$ cat config.mk
export PLATFORM = sky130hd
export DESIGN_NAME = tdma_bus_arbiter
export DESIGN_NICKNAME = d
export VERILOG_FILES = /design/src/rtl/tdma_arb_pkg.sv /design/src/rtl/tdma_slot_table.sv /design/src/rtl/tdma_pick.sv /design/src/rtl/tdma_grant_pipe.sv /design/src/rtl/tdma_bus_arbiter.sv
export SDC_FILE = /design/constraint.sdc
export NUM_CORES = 1
export LEC_CHECK = 0
export BUFFER_PORTS_ARGS = -buffer_cell sky130_fd_sc_hd__buf_2
export CAP_MARGIN = 40
export CORE_UTILIZATION = 55
export CTS_CLUSTER_DIAMETER = 150
export DETAILED_ROUTE_END_ITERATION = 10
export GPL_TIMING_DRIVEN = 0
export PLACE_DENSITY = 0.77
export SLEW_MARGIN = 20
export SYNTH_ARGS = -nofsm -noshare
export SYNTH_HDL_FRONTEND = slang
export SYNTH_SLANG_ARGS = --single-unit
export TNS_END_PERCENT = 1
$ cat constraint.sdc
create_clock -name clk -period 4.97 [get_ports clk]
set_clock_uncertainty 0.1 [all_clocks]
set_input_delay 0.2485 -clock clk [delete_from_list [all_inputs] [get_ports clk]]
set_output_delay 0.2485 -clock clk [all_outputs]
set_load 0.02 [all_outputs]
$ cat src/rtl/tdma_arb_pkg.sv
package tdma_arb_pkg;

    localparam int unsigned DEF_MASTERS = 4;
    localparam int unsigned DEF_SLOTS   = 16;
    localparam int unsigned DEF_DEPTH   = 2;

    // Origin of the grant carried through the pipeline.
    typedef enum logic [1:0] {
        SRC_IDLE    = 2'd0,
        SRC_OWNER   = 2'd1,
        SRC_RECLAIM = 2'd2
    } grant_src_e;

    // Width needed to index n items, never below one bit.
    function automatic int unsigned idx_w(int unsigned n);
        return (n > 1) ? $clog2(n) : 1;
    endfunction

endpackage

$ cat src/rtl/tdma_slot_table.sv
module tdma_slot_table
    import tdma_arb_pkg::*;
#(
    parameter int N_MASTERS = DEF_MASTERS,
    parameter int SLOTS     = DEF_SLOTS,
    parameter int SLOT_W    = idx_w(SLOTS),
    parameter int OWN_W     = idx_w(N_MASTERS)
) (
    input  logic              clk,
    input  logic              rst,
    input  logic              wr_en,
    input  logic [SLOT_W-1:0] wr_slot,
    input  logic [OWN_W-1:0]  wr_owner,
    input  logic              commit,
    input  logic [SLOT_W-1:0] rd_slot,
    output logic [OWN_W-1:0]  rd_owner
);

    logic [OWN_W-1:0] working_view [SLOTS];

    for (genvar s = 0; s < SLOTS; s++) begin : g_entry
        localparam logic [OWN_W-1:0] INIT_OWNER = OWN_W'(s % N_MASTERS);

        logic [OWN_W-1:0] staged_q;
        logic [OWN_W-1:0] working_q;
        logic [OWN_W-1:0] staged_next;
        logic             hit;

        assign hit         = wr_en && (wr_slot == SLOT_W'(s));
        assign staged_next = hit ? wr_owner : staged_q;

        always_ff @(posedge clk) begin
            if (rst) begin
                staged_q  <= INIT_OWNER;
                working_q <= INIT_OWNER;
            end else begin
                staged_q <= staged_next;
                if (commit) begin
                    working_q <= staged_next;
                end
            end
        end

        assign working_view[s] = working_q;
    end

    assign rd_owner = working_view[rd_slot];

endmodule

$ cat src/rtl/tdma_pick.sv
module tdma_pick
    import tdma_arb_pkg::*;
#(
    parameter int N_MASTERS = DEF_MASTERS,
    parameter int OWN_W     = idx_w(N_MASTERS)
) (
    input  logic [N_MASTERS-1:0] req,
    input  logic [OWN_W-1:0]     owner,
    output logic [N_MASTERS-1:0] grant,
    output grant_src_e           src
);

    logic owner_valid;

    assign owner_valid = int'(owner) < N_MASTERS;

    always_comb begin
        grant = '0;
        src   = SRC_IDLE;
        if (owner_valid && req[owner]) begin
            grant[owner] = 1'b1;
            src          = SRC_OWNER;
        end else begin
            // Scan from the top so the lowest requesting index wins.
            for (int i = N_MASTERS - 1; i >= 0; i--) begin
                if (req[i]) begin
                    grant    = '0;
                    grant[i] = 1'b1;
                    src      = SRC_RECLAIM;
                end
            end
        end
    end

endmodule

$ cat src/rtl/tdma_grant_pipe.sv
module tdma_grant_pipe
    import tdma_arb_pkg::*;
#(
    parameter int N_MASTERS  = DEF_MASTERS,
    parameter int SLOT_W     = idx_w(DEF_SLOTS),
    parameter int PIPE_DEPTH = DEF_DEPTH
) (
    input  logic                 clk,
    input  logic                 rst,
    input  logic [N_MASTERS-1:0] in_grant,
    input  grant_src_e           in_src,
    input  logic [SLOT_W-1:0]    in_slot,
    output logic [N_MASTERS-1:0] out_grant,
    output grant_src_e           out_src,
    output logic [SLOT_W-1:0]    out_slot
);

    typedef struct packed {
        logic [N_MASTERS-1:0] grant;
        grant_src_e           src;
        logic [SLOT_W-1:0]    slot;
    } stage_t;

    stage_t                  head;
    stage_t [PIPE_DEPTH-1:0] stage_q;

    assign head.grant = in_grant;
    assign head.src   = in_src;
    assign head.slot  = in_slot;

    always_ff @(posedge clk) begin
        if (rst) begin
            stage_q <= '0;
        end else begin
            stage_q[0] <= head;
            for (int d = 1; d < PIPE_DEPTH; d++) begin
                stage_q[d] <= stage_q[d-1];
            end
        end
    end

    assign out_grant = stage_q[PIPE_DEPTH-1].grant;
    assign out_src   = stage_q[PIPE_DEPTH-1].src;
    assign out_slot  = stage_q[PIPE_DEPTH-1].slot;

endmodule

$ cat src/rtl/tdma_bus_arbiter.sv
module tdma_bus_arbiter
    import tdma_arb_pkg::*;
#(
    parameter  int N_MASTERS  = DEF_MASTERS,
    parameter  int SLOTS      = DEF_SLOTS,
    parameter  int PIPE_DEPTH = DEF_DEPTH,
    localparam int SLOT_W     = idx_w(SLOTS),
    localparam int OWN_W      = idx_w(N_MASTERS)
) (
    input  logic                 clk,
    input  logic                 rst,
    input  logic [N_MASTERS-1:0] req_i,
    input  logic                 tbl_wr_en_i,
    input  logic [SLOT_W-1:0]    tbl_wr_slot_i,
    input  logic [OWN_W-1:0]     tbl_wr_owner_i,
    output logic [N_MASTERS-1:0] grant_o,
    output logic [1:0]           grant_src_o,
    output logic [SLOT_W-1:0]    slot_o
);

    localparam logic [SLOT_W-1:0] LAST_SLOT = SLOT_W'(SLOTS - 1);

    logic [SLOT_W-1:0]    arb_slot_q;
    logic                 wrap;
    logic [OWN_W-1:0]     slot_owner;
    logic [N_MASTERS-1:0] pick_grant;
    grant_src_e           pick_src;
    grant_src_e           pipe_src;

    // Slot whose grant is being decided this cycle.
    assign wrap = (arb_slot_q == LAST_SLOT);

    always_ff @(posedge clk) begin
        if (rst) begin
            arb_slot_q <= '0;
        end else begin
            arb_slot_q <= wrap ? '0 : arb_slot_q + 1'b1;
        end
    end

    tdma_slot_table #(
        .N_MASTERS (N_MASTERS),
        .SLOTS     (SLOTS),
        .SLOT_W    (SLOT_W),
        .OWN_W     (OWN_W)
    ) u_table (
        .clk      (clk),
        .rst      (rst),
        .wr_en    (tbl_wr_en_i),
        .wr_slot  (tbl_wr_slot_i),
        .wr_owner (tbl_wr_owner_i),
        .commit   (wrap),
        .rd_slot  (arb_slot_q),
        .rd_owner (slot_owner)
    );

    tdma_pick #(
        .N_MASTERS (N_MASTERS),
        .OWN_W     (OWN_W)
    ) u_pick (
        .req   (req_i),
        .owner (slot_owner),
        .grant (pick_grant),
        .src   (pick_src)
    );

    tdma_grant_pipe #(
        .N_MASTERS  (N_MASTERS),
        .SLOT_W     (SLOT_W),
        .PIPE_DEPTH (PIPE_DEPTH)
    ) u_pipe (
        .clk       (clk),
        .rst       (rst),
        .in_grant  (pick_grant),
        .in_src    (pick_src),
        .in_slot   (arb_slot_q),
        .out_grant (grant_o),
        .out_src   (pipe_src),
        .out_slot  (slot_o)
    );

    assign grant_src_o = pipe_src;

endmodule

==> impl_results.md <==
- Status: completed
- Crit path max fanout: 10
- Highest clock rate: 396.1 MHz
- Detail Placement HPWL: 5054 um
- Post-synth ARST share: 0%
- Hold Fails Final Rpt: 0
- WHS Endpoint: u_pipe.stage_q[7]
- Starting Density: 57.21%
- Multi-input gate area: 1451 sq um
- Reg2reg start: arb_slot_q[2]
- Vert. Die Dim: 80.48 um
- Max-slew headroom: 42.16%
- Setup Viol. Count Final: 0
- Kind of critical path: reg2reg
- Pin count of the biggest net entering global routing: 14
- IO Count: 23
- CTS sink cnt: 88
- Worst setup SP type: flip-flop
- N_diodes: 0
- Crit path required time: 5170 ps
- Hold_buf cts: 0
- Area fraction in and, or, nand and nor cells after synthesis: 15.85%
- GPL Wtd Cong: 0.8324
- CTS root buffer: clkbuf_8
- Reg clk slew, reported paths: 80 ps
- Synth Instances: 333
- Post-synthesis sequential area ratio: 52.01%
- RSZ-0062 raised after global routing: false
- Final min period: 2525 ps
- P&R area growth vs syn: 11.53%
- Share of cells above drive strength 1: 15.14%
- Core area: 5921 sq um
- Yosys reg bits: 88
- DR DRC count: 0
- CTS tree: built
- Router iterations before antenna repair: 4
- Max-Cap Viols: 0
- Synth Area in Compound Gates: 16.40%
- Worst hold path depth: 3
- Yosys top cell area share: 52.01%
- Wire per inst: 16.30 um
- First-pass GRT wire length: 11,870 um
- Antenna viol nets, final: 0
- PortBufs: 22
- Synth Cell Area: 3387 sq um
- Yosys top cell by area: dfxtp_1
- Hold Crit Start: req_i[1]
- Layout Cell Area excl Fill: 3777 sq um
- Vias in the first global route: 2,411
- Ys flop type: dfxtp_1
- Mux cell area share after synthesis: 9.974%
- # resized after CTS: 0
- Overall Global Routing Usage: 25.11%
- Die X: 80.48 um
- Synth unique cells: 39
- Hold crit path type: in2reg
- Post-detailed-routing wire length: 7255 um
- Yosys warns: 0
- CP endpoint kind: flip-flop
- Leakage Power: 1.599 nW
- Worst reg2reg path depth: 5
- Tcrit/Tclk final: 50.80%
- Main combinational cell family by area after synthesis: compound AO/OA/AOI/OAI gates
- Hold WS: 68.28 ps
- Worst slew pin tran: 865.7 ps
- Post-synth EDFFs: 0
- Setup Buffers After CTS: 0
- Congestion Overflow GR: 0
- Max-slew violations: 0
- Via count: 2,534
- Pwr dens: 349.6 nW/um^2
- Dominant cells by area after synthesis: dfxtp_1, mux2i_1, a22o_1
- Worst vdd ir: 0.2198 mV
- Synth Area in XOR/XNOR: 0.2586%
- Detailed Route Iter0 Violations: 123
- Initial antenna violation count: 0
- Clk Latency, worst-skew pair: 360 ps
- Post-synthesis adder-cell area fraction: 0.3694%
- Net Count, Synth: 347
- Drt via density: 5.694
- Mean Syn Cell Area: 10.17 sq um
- H-tree depth: 3
- Worst Path Arrival: 2730 ps
- Site Rows: 28
- R2r setup slk: 2450 ps
- Die area: 6476 sq um
- Max clock buf depth: 2
- Post-DP Area: 3591 sq um
- Total negative slack: 0 ps
- Reg area: 1762 sq um
- Layout filler cell count: 507
- Num CTS Buffers: 9
- Nets: 380
- RR Endpoint: u_table.g_entry[11].working_q[0]
-- placed cells by master, fill, tap and decap left out, types with 11 or more instances in the layout --
| cell type | n |
|---|---|
| nor2_1 | 26 |
| mux2i_1 | 15 |
| nor2b_1 | 15 |
| dfxtp_1 | 88 |
| nand2_1 | 31 |
| a22o_1 | 17 |
| nand3_1 | 18 |
| buf_2 | 23 |
| a21oi_1 | 11 |
| o21ai_0 | 20 |
| o22a_1 | 16 |
| clkbuf_1 | 17 |
-- power breakdown --
part	switching (W)	leakage [nW]	internal [W]
Clock	0.000239	0.0989	0.000241
Combinational	0.0000696	0.786	0.0000452
Sequential	0.00000599	0.714	0.000720
Total	0.000315	1.60	0.00101
-- worst max-delay path: stages (launching register included) --
cell,delay (ps)
dfxtp_1,530
clkbuf_1,350
nand3_1,420
nand2_1,410
clkbuf_1,450
a22o_1,200
-- registers in the layout, summed over array words and instances, names as in the netlist --
| signal | cells |
|---|---|
| u_pipe.out_slot | 4 |
| u_pipe.stage_q | 10 |
| u_table.g_entry.working_q | 32 |
| u_pipe.out_grant | 4 |
| u_table.g_entry.staged_q | 32 |
| arb_slot_q | 4 |
| u_pipe.out_src | 2 |
-- routing by layer --
metal	part of all wire, %	GRT usage (%)	vias to the layer above
met5	0	0	-
met4	2.0	11.43	0
met3	4.1	6.364	15
met2	48	41.36	51
met1	46	30.64	1228
li1	-	-	1240
-- final cells by class --
type / count / area share [%]
Timing Repair Buffer: 22 / 2.915
Buffer: 29 / 4.107
Clock inverter: 4 / 1.192
Sequential cell: 88 / 46.64
Clock buffer: 11 / 3.743
Multi-Input combinational cell: 211 / 38.42
Tap cell: 75 / 2.484
Inverter: 5 / 0.4969
-- stage by stage --
stage	cells	utilization [%]	setup slack (ps)	power (W)
3_3_place_gp	430	60.65	2548	0.0008522
3_5_place_dp	430	60.65	2446	0.0008562
2_1_floorplan	333	-	2888	0.0008213
6_report	445	63.80	2445	0.001321
5_1_grt	445	63.80	2247	0.001371
4_1_cts	445	63.80	2434	0.001327
-- worst max-delay path by stage --
stage	slack, ps	end	depth (start not counted)	startpoint
finish	2450	u_table.g_entry[11].working_q[0]	5	arb_slot_q[2]
global route	2250	u_table.g_entry[11].working_q[0]	5	arb_slot_q[2]
CTS	2430	u_table.g_entry[9].working_q[0]	5	arb_slot_q[2]
detailed placement	2450	u_table.g_entry[9].working_q[0]	5	arb_slot_q[2]
global placement	2550	u_table.g_entry[13].working_q[0]	5	arb_slot_q[2]
floorplan	2890	u_pipe.stage_q[4]	6	arb_slot_q[1]
-- cell families after synthesis --
| group | after synthesis |
|---|---|
| buffers and inverters | 34 |
| XOR/XNOR | 1 |
| adder cells (fa/ha/maj) | 1 |
| multiplexers | 23 |
| flip-flops | 88 |
| AO/OA/AOI/OAI | 75 |
| AND/OR/NAND/NOR | 111 |
-- Yosys cell counts (2+ instances only) --
cell type,n
a211oi_1,2
a211oi_2,2
a21oi_1,11
a22o_1,17
and3_1,3
buf_4,10
clkbuf_1,16
dfxtp_1,88
inv_1,5
mux2i_1,15
mux4_1,4
mux4_2,3
nand2_1,31
nand2b_1,6
nand3_1,18
nand3b_1,4
nor2_1,26
nor2b_1,15
nor3_1,3
o21ai_0,20
o22a_1,16
Power figures use the tool's default switching activity.
